### src/rtl/bga_pkg.sv
package bga_pkg;
  typedef enum logic [1:0] {
    ARB_OWN    = 2'd0,
    ARB_LENT   = 2'd1,
    ARB_RETURN = 2'd2
  } arb_state_e;
endpackage

### src/rtl/bga_sync.sv
module bga_sync #(
  parameter int STAGES = 2
) (
  input  logic clk,
  input  logic rst,
  input  logic d,
  output logic q
);
  localparam int LAST = STAGES - 1;
  logic [STAGES-1:0] chain;

  generate
    if (STAGES == 1) begin : g_single
      always_ff @(posedge clk) begin
        if (rst) chain <= '0;
        else     chain <= d;
      end
    end else begin : g_multi
      always_ff @(posedge clk) begin
        if (rst) chain <= '0;
        else     chain <= {chain[STAGES-2:0], d};
      end
    end
  endgenerate

  assign q = chain[LAST];
endmodule

### src/rtl/bga_fsm.sv
module bga_fsm
  import bga_pkg::*;
#(
  parameter int OE_W = 3
) (
  input  logic            clk,
  input  logic            rst,
  input  logic            req_s,
  input  logic            bus_free,
  output logic            grant_q,
  output logic            away,
  output logic [OE_W-1:0] oe_q
);
  arb_state_e state_q, state_d;
  logic       oe_d;

  always_comb begin
    state_d = state_q;
    unique case (state_q)
      ARB_OWN:    if (req_s && bus_free) state_d = ARB_LENT;
      ARB_LENT:   if (!req_s)            state_d = ARB_RETURN;
      ARB_RETURN:                        state_d = ARB_OWN;
      default:                           state_d = ARB_OWN;
    endcase
  end

  // drivers stay off through the return cycle, back on when owning again
  assign oe_d = (state_d == ARB_OWN);

  always_ff @(posedge clk) begin
    if (rst) begin
      state_q <= ARB_OWN;
      grant_q <= 1'b0;
    end else begin
      state_q <= state_d;
      grant_q <= (state_d == ARB_LENT);
    end
  end

  // one flop per driver group so each pad group has its own enable source
  genvar g;
  generate
    for (g = 0; g < OE_W; g++) begin : g_oe
      always_ff @(posedge clk) begin
        if (rst) oe_q[g] <= 1'b1;
        else     oe_q[g] <= oe_d;
      end
    end
  endgenerate

  assign away = (state_q != ARB_OWN);
endmodule

### src/rtl/bga_stall.sv
module bga_stall (
  input  logic away,
  input  logic go_mode,
  input  logic need,
  output logic stall
);
  assign stall = away & (~go_mode | need);
endmodule

### src/rtl/bus_grant_arb.sv
module bus_grant_arb #(
  parameter int SYNC_STAGES = 2,
  parameter int OE_W        = 3
) (
  input  logic            clk,
  input  logic            arb_rst,
  input  logic            core_rst_i,
  input  logic            ext_req_i,
  input  logic            go_mode_i,
  input  logic            acc_busy_i,
  input  logic            acc_last_i,
  input  logic            acc_need_i,
  output logic            grant_o,
  output logic            stall_o,
  output logic [OE_W-1:0] pad_oe_o
);
  logic req_s;
  logic bus_free;
  logic away;

  bga_sync #(.STAGES(SYNC_STAGES)) u_sync (
    .clk (clk),
    .rst (arb_rst),
    .d   (ext_req_i),
    .q   (req_s)
  );

  // free when no access runs, the access ends now, or the core is in reset
  assign bus_free = core_rst_i | ~acc_busy_i | acc_last_i;

  bga_fsm #(.OE_W(OE_W)) u_fsm (
    .clk      (clk),
    .rst      (arb_rst),
    .req_s    (req_s),
    .bus_free (bus_free),
    .grant_q  (grant_o),
    .away     (away),
    .oe_q     (pad_oe_o)
  );

  bga_stall u_stall (
    .away    (away),
    .go_mode (go_mode_i),
    .need    (acc_need_i),
    .stall   (stall_o)
  );
endmodule

### config.mk
export PLATFORM = sky130hd
export DESIGN_NAME = bus_grant_arb
export DESIGN_NICKNAME = d
export VERILOG_FILES = /design/src/rtl/bga_pkg.sv /design/src/rtl/bga_sync.sv /design/src/rtl/bga_fsm.sv /design/src/rtl/bga_stall.sv /design/src/rtl/bus_grant_arb.sv
export SDC_FILE = /design/constraint.sdc
export NUM_CORES = 1
export LEC_CHECK = 0
export BUFFER_PORTS_ARGS = -buffer_cell sky130_fd_sc_hd__clkbuf_2
export CORE_AREA = 10 10 47 49
export DETAILED_ROUTE_END_ITERATION = 10
export DIE_AREA = 0 0 57 59
export GPL_TIMING_DRIVEN = 1
export PLACE_DENSITY = 0.35
export SLEW_MARGIN = 10
export SYNTH_ARGS = -nofsm -noshare
export SYNTH_HDL_FRONTEND = slang
export SYNTH_SLANG_ARGS = --single-unit
### constraint.sdc
create_clock -name clk -period 2.6 [get_ports clk]
set_input_delay 0.39 -clock clk [delete_from_list [all_inputs] [get_ports clk]]
set_output_delay 0.39 -clock clk [all_outputs]
set_load 0.1 [all_outputs]
# Yosys cells after proc, flatten, opt, wreduce, memory -nomap -nowiden
# Cells that the tools add are included.
# op_classes
reduce_logical	4
n_eq_ne	2
mux	3
bitwise	6
# op_table
cell	n
2-bit by 1-bit == test with 1-bit output (second input constant)	2
2-bit logical NOT	2
2-bit two-way mux	2
2-bit case mux with 2 select lines	1
1-bit bitwise OR	3
1-bit inverter	2
2-bit nonzero test	1
1-bit bitwise AND	1
1-bit logical AND	1
# word_totals
input_bits	8
reg_bits	6

# Depth between registers and ports, before layout
# Gate-level depths: netlist of the first run.
# depth
depth_word	7
ltp_mapped	2
mapped_depth_nobuf	2

# Modules after synthesis
# A second synthesis of the first run with hierarchy kept.
# unflattened
cells_unflattened	20
hier_area_um2	215.2
# by_module_without_submodules
module	n_inst	cells_each	seq_area_each_um2	area_each_um2
bga_fsm	1	13	80.1	142.6
bga_sync	1	4	40.0	52.6
bga_stall	1	2	0.0	11.3
bus_grant_arb	1	1	0.0	8.8

# Worst setup path after synthesis of the first run
# Ideal clock, no wire load.
# synth_timing
path_kind	input to output
from	input port go_mode_i
to	output port stall_o
path_stages	1
t_required_ns	2.210
path_slack_ns	0.342
arrival_ns	1.868
cell_sequence	a21oi_1
# synth_between
elab_chain_cells	3
# synth_rtl
element	line	rtl
start, declared	bus_grant_arb.sv:9	input logic go_mode_i,
1-bit inverter	bga_stall.sv:7	assign stall = away & (~go_mode | need);
1-bit bitwise OR	bga_stall.sv:7	
1-bit bitwise AND	bga_stall.sv:7	
end, declared	bus_grant_arb.sv:14	output logic stall_o,
# No other way between the ends.

# Worst setup path in the final report of the first run
# layout_timing
from	register u_fsm.state_q[0]
to	output port stall_o
# layout_between
elab_chain_cells	2
# layout_rtl
element	line	rtl
start, declared	bga_fsm.sv:14	arb_state_e state_q, state_d;
start signal, assigned	bga_fsm.sv:35	state_q <= state_d;
2-bit nonzero test	bga_fsm.sv:51	assign away = (state_q != ARB_OWN);
1-bit bitwise AND	bga_stall.sv:7	
# No other way between the ends.

==> metrics.txt, run 1 <==
Finished Layout Cells=48; Setup CP Type=register to output port; initial antenna violation count=0; IO Port Bufs=12; Clk Latency, worst-skew pair=~240 ps; Max Cap Viol=0; Finished Cell Area=slightly below 300 um^2; VDD IR max=approximately 0.00024 V; post-synthesis xor/xnor area fraction=0; multiplexer share of the synthesized area=0; Synth Area in Simple Gates=0.267; number of global-route vias before repair=roughly 170; # resized after CTS=0; DP Area=272 um^2; CTS root buf=clkbuf_4; Critical Path RT=around 2200 ps; Worst Path Arrival=about 1300 ps; first-pass GRT wire length=696 um; synth-to-layout area growth=42.4%; end of the worst register-to-register path=u_fsm.grant_q; crit path max fanout=4; status=finished, final reports clean; vias per cell=roughly 3.5; Post-CTS Setup Bufs=0; CTS Buf Count=3; Initial Util=0.147; Synth Instances=19; largest net degree at the start of global routing=5; Achievable Freq=603 MHz; Fin. Hold Viols=0; pwr dens=724 nW/um^2; register area=about 120 um^2; Slew HR=0.634; via count=between 150 and 200; CP peak stage delay=between 400 and 500 ps; main combinational cell family by area after synthesis=simple AND/OR/NAND/NOR gates; die height=between 50 and 60 um; Clock Skews=around 3.3 ps; Setup crit start kind=register; RSZ-0062 raised after global routing=false; Sink Count=6; reg2reg setup slack=between 1000 and 1500 ps; ANT cells=0; Hold Path Class=input pin to register; Routed WL=~450 um; final worst setup slack=around 940 ps; Placer Congestion=roughly 0.63; DRC=0; syn nets=27; GRT overflow=0; synthesized cell area=about 210 um^2; die area=3360 um^2; Max clock buf depth=2; CTS tree=done; antenna-violating nets left=0; cells on worst reg2reg path=2; ranking of synthesized cells by area=dfxtp_1, buf_4, or4b_4; CP Capture Type=output port; register area share after synthesis=0.582; CP max stage cell=clkbuf_2; syn avg cell area=10.9 um^2; Clock Pin Slew Worst Setup and Hold Paths=40 ps; minimum clock period=~1700 ps; H-tree levels=1; Leak Pwr=roughly 0.00014 uW; total negative slack=0 ps; Synth Warn #=0; Synth Register Bits=6; compound-gate portion of the synthesized area=0.0606; Multi-input gate area=between 60 and 70 um^2; share of cells above drive strength 1=0.500; WL per Instance=between 9 and 10 um; Largest delay share family, worst path=buffers and inverters; Cells on Worst Hold Path=2; Die Wd=roughly 57 um; Placed Cells=45; Synth area leader=dfxtp_1; drt first pass iters=3; post-DP HPWL=392 um; reg2reg start=u_fsm.state_q[0]; Final setup violation count=0; num rows=14; pins over their slew limit=0; Hold EP=u_sync.chain[0]; first-iteration detailed-routing DRC count=6; top-level port count=13; Place WS=roughly 1100 ps; total power=between 200 and 250 uW; total track usage=0.0290; core area=1400 um^2; # fillers=around 160; Hold Startpoint=ext_req_i; Yosys cell types=10; Hold-fix buffers, CTS=0; worst path cell trace=nor2_1 > a21oi_1 > clkbuf_2; area share of fa/ha/maj cells after synthesis=0; post-synth top area share=0.582; Buf/Inv on CP=1; nets=42; Final period util=0.637; Worst Max-Slew Pin Slew=between 500 and 600 ps
## cells by family after synthesis
family          count (synthesis)
simple gates                    8
flops                           6
buf+inv                         3
compound gates                  2
## stage by stage
step | hold slack [ps] | utilization
after floorplan | 414 | -
after global placement | 425 | 0.194
after detailed placement | 432 | 0.194
after CTS | 353 | 0.210
after global routing | 353 | 0.210
final | 361 | 0.210
## final cells by class
type,count,share of cell area
clock buffers,3,0.0766
inverters,1,0.0128
multi-input cells,10,0.230
flip-flops and latches,6,0.409
well taps,16,0.0681
repair buffers,12,0.204
## cell usage in the layout (no fill, tap or decap)
cell type,n
nor4b_1,1
or4b_4,1
nor2_1,2
dfxtp_1,6
clkbuf_2,12
and3_1,2
clkbuf_4,3
o211ai_1,1
nor2b_1,2
a21oi_1,1
inv_1,1
## where the power goes
| group | internal [uW] | leakage, uW | total, uW | switching, uW |
|---|---|---|---|---|
| Combinational | 8.39 | 0.0000818 | 32.9 | 24.5 |
| Sequential | 95.5 | 0.0000491 | 97.2 | 1.68 |
| Clock | 52.0 | 0.0000138 | 82.7 | 30.7 |
## sequential cells by signal, indices dropped and copies added, names as in the netlist
name / cells
u_fsm.oe_q: 1
u_fsm.state_q: 2
u_sync.chain: 2
u_fsm.grant_q: 1
## layer usage
| metal | global-route usage | vias to the layer above | share of wire |
|---|---|---|---|
| met5 | 0 | - | 0 |
| met4 | 0.0101 | 0 | 0 |
| met3 | 0.0472 | 0 | 0.16 |
| met2 | 0.0388 | 9 | 0.43 |
| met1 | 0.0202 | 71 | 0.41 |
| li1 | - | 90 | - |
## synth_stat cells, drive strengths merged
| master | n |
|---|---|
| dfxtp | 6 |
| and3 | 2 |
| buf | 2 |
| nor2 | 2 |
| nor2b | 2 |
| a21oi | 1 |
| inv | 1 |
| nor4b | 1 |
| o211ai | 1 |
| or4b | 1 |
## how the worst max path moves through the flow
stage | to | from | slack (ps) | cells after the start
global placement | stall_o | acc_need_i | 1140 | 4
global route | stall_o | u_fsm.state_q[0] | 870 | 3
floorplan | stall_o | go_mode_i | 340 | 1
CTS | stall_o | u_fsm.state_q[0] | 930 | 3
detailed placement | stall_o | acc_need_i | 1110 | 4
finish | stall_o | u_fsm.state_q[0] | 940 | 3
Power figures use the tool's default switching activity.
==> inputs of run 2 (changes only) <==
--- a/config.mk
+++ b/config.mk
@@ -5,12 +5,13 @@
 export SDC_FILE = /design/constraint.sdc
 export NUM_CORES = 1
 export LEC_CHECK = 0
+export ABC_AREA = 1
 export BUFFER_PORTS_ARGS = -buffer_cell sky130_fd_sc_hd__clkbuf_2
 export CORE_AREA = 10 10 47 49
 export DETAILED_ROUTE_END_ITERATION = 10
 export DIE_AREA = 0 0 57 59
 export GPL_TIMING_DRIVEN = 1
-export PLACE_DENSITY = 0.35
+export PLACE_DENSITY = 0.38
 export SLEW_MARGIN = 10
 export SYNTH_ARGS = -nofsm -noshare
 export SYNTH_HDL_FRONTEND = slang
==> constraint.sdc (replaced) <==
create_clock -name clk -period 1.6 [get_ports clk]
set_input_delay 0.24 -clock clk [delete_from_list [all_inputs] [get_ports clk]]
set_output_delay 0.24 -clock clk [all_outputs]
set_load 0.1 [all_outputs]
==> run 2 against run 1 <==
Power grew 67%. Count of clock-buffer cells in the layout unchanged. First-iteration DRC count down 100%. Design area is 12% higher. Global-route usage grew 0.39 points. Non-clock buffer count unchanged. Critical endpoint unchanged. Final cell count rose by 21%. Via count increased by 24%. Register-to-register slack worse by 660 ps. Synthesized cell count is 53% higher. Utilization is 2.5 points higher.
==> metrics.txt, run 2 <==
total track usage=0.0329 (was 0.0290); die area=3360 um^2 (unchanged); Largest delay share family, worst path=flip-flops (was buffers and inverters); CP Capture Type=output port (unchanged); Hold EP=u_sync.chain[0] (unchanged); initial antenna violation count=0 (unchanged); CP max stage cell=dfxtp_1 (was clkbuf_2); post-synth top area share=0.513 (was 0.582); Yosys cell types=12 (was 10); hold_ws=193 ps (was 361 ps); CTS tree=done (unchanged); IO Port Bufs=12 (unchanged); Initial Util=0.167 (was 0.147); Synth Instances=29 (was 19); commonest cells after routing, fill and taps aside=clkbuf_2, inv_1, dfxtp_1 (was clkbuf_2, dfxtp_1, clkbuf_4); GRT overflow=0 (unchanged); Achievable Freq=between 700 and 800 MHz; ranking of synthesized cells by area=dfxtp_1, inv_1, buf_4 (was dfxtp_1, buf_4, or4b_4); syn nets=37 (was 27); first-pass GRT wire length=807 um (was 696 um); Routed WL=485 um (was 448 um); nets=52 (was 42); register area share after synthesis=0.513 (was 0.582); syn avg cell area=8.07 um^2 (was 10.9 um^2); RSZ-0062 raised after global routing=false (unchanged); Clock Pin Slew Worst Setup and Hold Paths=50 ps (was 40 ps); Max clock buf depth=2 (unchanged); drt first pass iters=1 (was 3); Setup CP Type=register to output port (unchanged); num rows=14 (unchanged); core area=1400 um^2 (unchanged); commonest non-fill, non-tap cell in the layout=clkbuf_2 (unchanged); Synth Register Bits=6 (unchanged); synthesized cell area=234 um^2 (was 206 um^2); synth-to-layout area growth=40.6% (was 42.4%); post-DP HPWL=414 um (was 392 um); Slew HR=0.640 (was 0.634); Post-CTS Setup Bufs=0 (unchanged); Final period util=0.804; Setup crit start kind=register (unchanged); Clk Latency, worst-skew pair=240 ps (about the same); reg2reg start=u_fsm.state_q[0] (unchanged); Clock Skews=4.60 ps (was 3.26 ps); end of the worst register-to-register path=u_fsm.grant_q (unchanged); pins over their slew limit=0 (unchanged); Hold Startpoint=ext_req_i (unchanged); Die Wd=57 um (unchanged); Critical Path RT=1360 ps (was 2210 ps); final worst setup slack=314 ps (was 943 ps); Leak Pwr=0.000165 uW (was 0.000145 uW); via count=210 (was 170); Synth area leader=dfxtp_1 (unchanged); Max Cap Viol=0 (unchanged); number of synthesized flops with an enable pin=0 (unchanged); worst path cell trace=nor2_1 > a21oi_2 > buf_4 (was nor2_1 > a21oi_1 > clkbuf_2); Hold Path Class=input pin to register (unchanged); antenna-violating nets left=0 (unchanged); Final setup violation count=0 (unchanged); number of global-route vias before repair=206 (was 174); # resized after CTS=0 (unchanged); crit path max fanout=3 (was 4); CTS root buf=clkbuf_4 (unchanged); DRC=0 (unchanged); Largest regs=u_fsm.state_q (2), u_sync.chain (2) (unchanged); VDD IR max=0.000590 V (was 0.000239 V); Placer Congestion=0.640 (was 0.627); CP peak stage delay=350 ps (was 480 ps); pwr dens=1080 nW/um^2 (was 724 nW/um^2); share of cells above drive strength 1=0.524 (was 0.500); ys flop type=dfxtp_1 (unchanged); minimum clock period=~1300 ps; Hold-fix buffers, CTS=0 (unchanged); Worst Max-Slew Pin Slew=542 ps (was 552 ps); Cells on Worst Hold Path=3 (was 2); Synth Warn #=0 (unchanged); cells on worst reg2reg path=3 (was 2); first-iteration detailed-routing DRC count=0 (was 6); ANT cells=0 (unchanged); Fin. Hold Viols=0 (unchanged); asr flop ratio synth=0 (unchanged); status=finished, final reports clean (unchanged); Place WS=574 ps (was 1110 ps); CTS Buf Count=3 (unchanged); Buf/Inv on CP=1 (unchanged); WL per Instance=8.36 um (was 9.33 um); die height=59 um (unchanged); Sink Count=6 (unchanged); total negative slack=0 ps (unchanged); H-tree levels=1 (unchanged); most instantiated cells after synthesis=dfxtp_1, inv_1, nor2_1 (was dfxtp_1, and3_1, buf_4, nor2_1, nor2b_1); reg2reg setup slack=800 ps (was 1460 ps); largest net degree at the start of global routing=5 (unchanged); top-level port count=13 (unchanged); vias per cell=3.62 (was 3.54); Worst Path Arrival=1050 ps (was 1270 ps)
run 2: metrics by stage:
stage	cells	power, uW	util	cell area, um^2
global route	58	378	0.235	329
global placement	55	222	0.219	307
CTS	58	363	0.235	329
finish	58	355	0.235	329
detailed placement	55	221	0.219	307
floorplan	29	208	-	239
run 2: cell type report:
class / count / area (um^2)
Inverter: 7 / 26.3
Timing Repair Buffer: 12 / 62.6
Fill cell: 167 / 1070
Multi-Input combinational cell: 14 / 76.3
Sequential cell: 6 / 121
Tap cell: 16 / 20.0
Clock buffer: 3 / 22.5
run 2: worst max path at each step:
| stage | slack [ps] | cells after the start | to | startpoint |
|---|---|---|---|---|
| floorplan | 150 | 2 | stall_o | u_fsm.state_q[0] |
| global placement | 590 | 3 | stall_o | u_fsm.state_q[0] |
| detailed placement | 570 | 3 | stall_o | u_fsm.state_q[0] |
| CTS | 290 | 3 | stall_o | u_fsm.state_q[0] |
| global route | 240 | 3 | stall_o | u_fsm.state_q[0] |
| finish | 310 | 3 | stall_o | u_fsm.state_q[0] |
run 2: tightest hold or removal path: stages:
cell and delay, ps:
clkbuf_2 80, inv_1 40, nor2_1 30
run 2: cell families (layout without fill, tap and decap cells):
logic type | Yosys count | in the layout | synth area share
AOI/OAI and AO/OA | 2 | 2 | 0.0588
buffers and inverters | 9 | 22 | 0.176
DFF | 6 | 6 | 0.513
and+or+nand+nor | 12 | 12 | 0.251
run 2: routing by layer:
metal / up-vias / part of all wire / global-route usage
li1: 108 / - / -
met1: 94 / 0.40 / 0.0262
met2: 8 / 0.50 / 0.0496
met3: 0 / 0.095 / 0.0343
met4: 0 / 0 / 0.0201
met5: - / 0 / 0
run 2: where the power goes:
group	internal (uW)	switching (uW)	leakage, uW
clock network	84.7	52.6	0.0000138
registers	155	2.35	0.0000487
logic	14.8	45.4	0.000103
total	255	100	0.000165
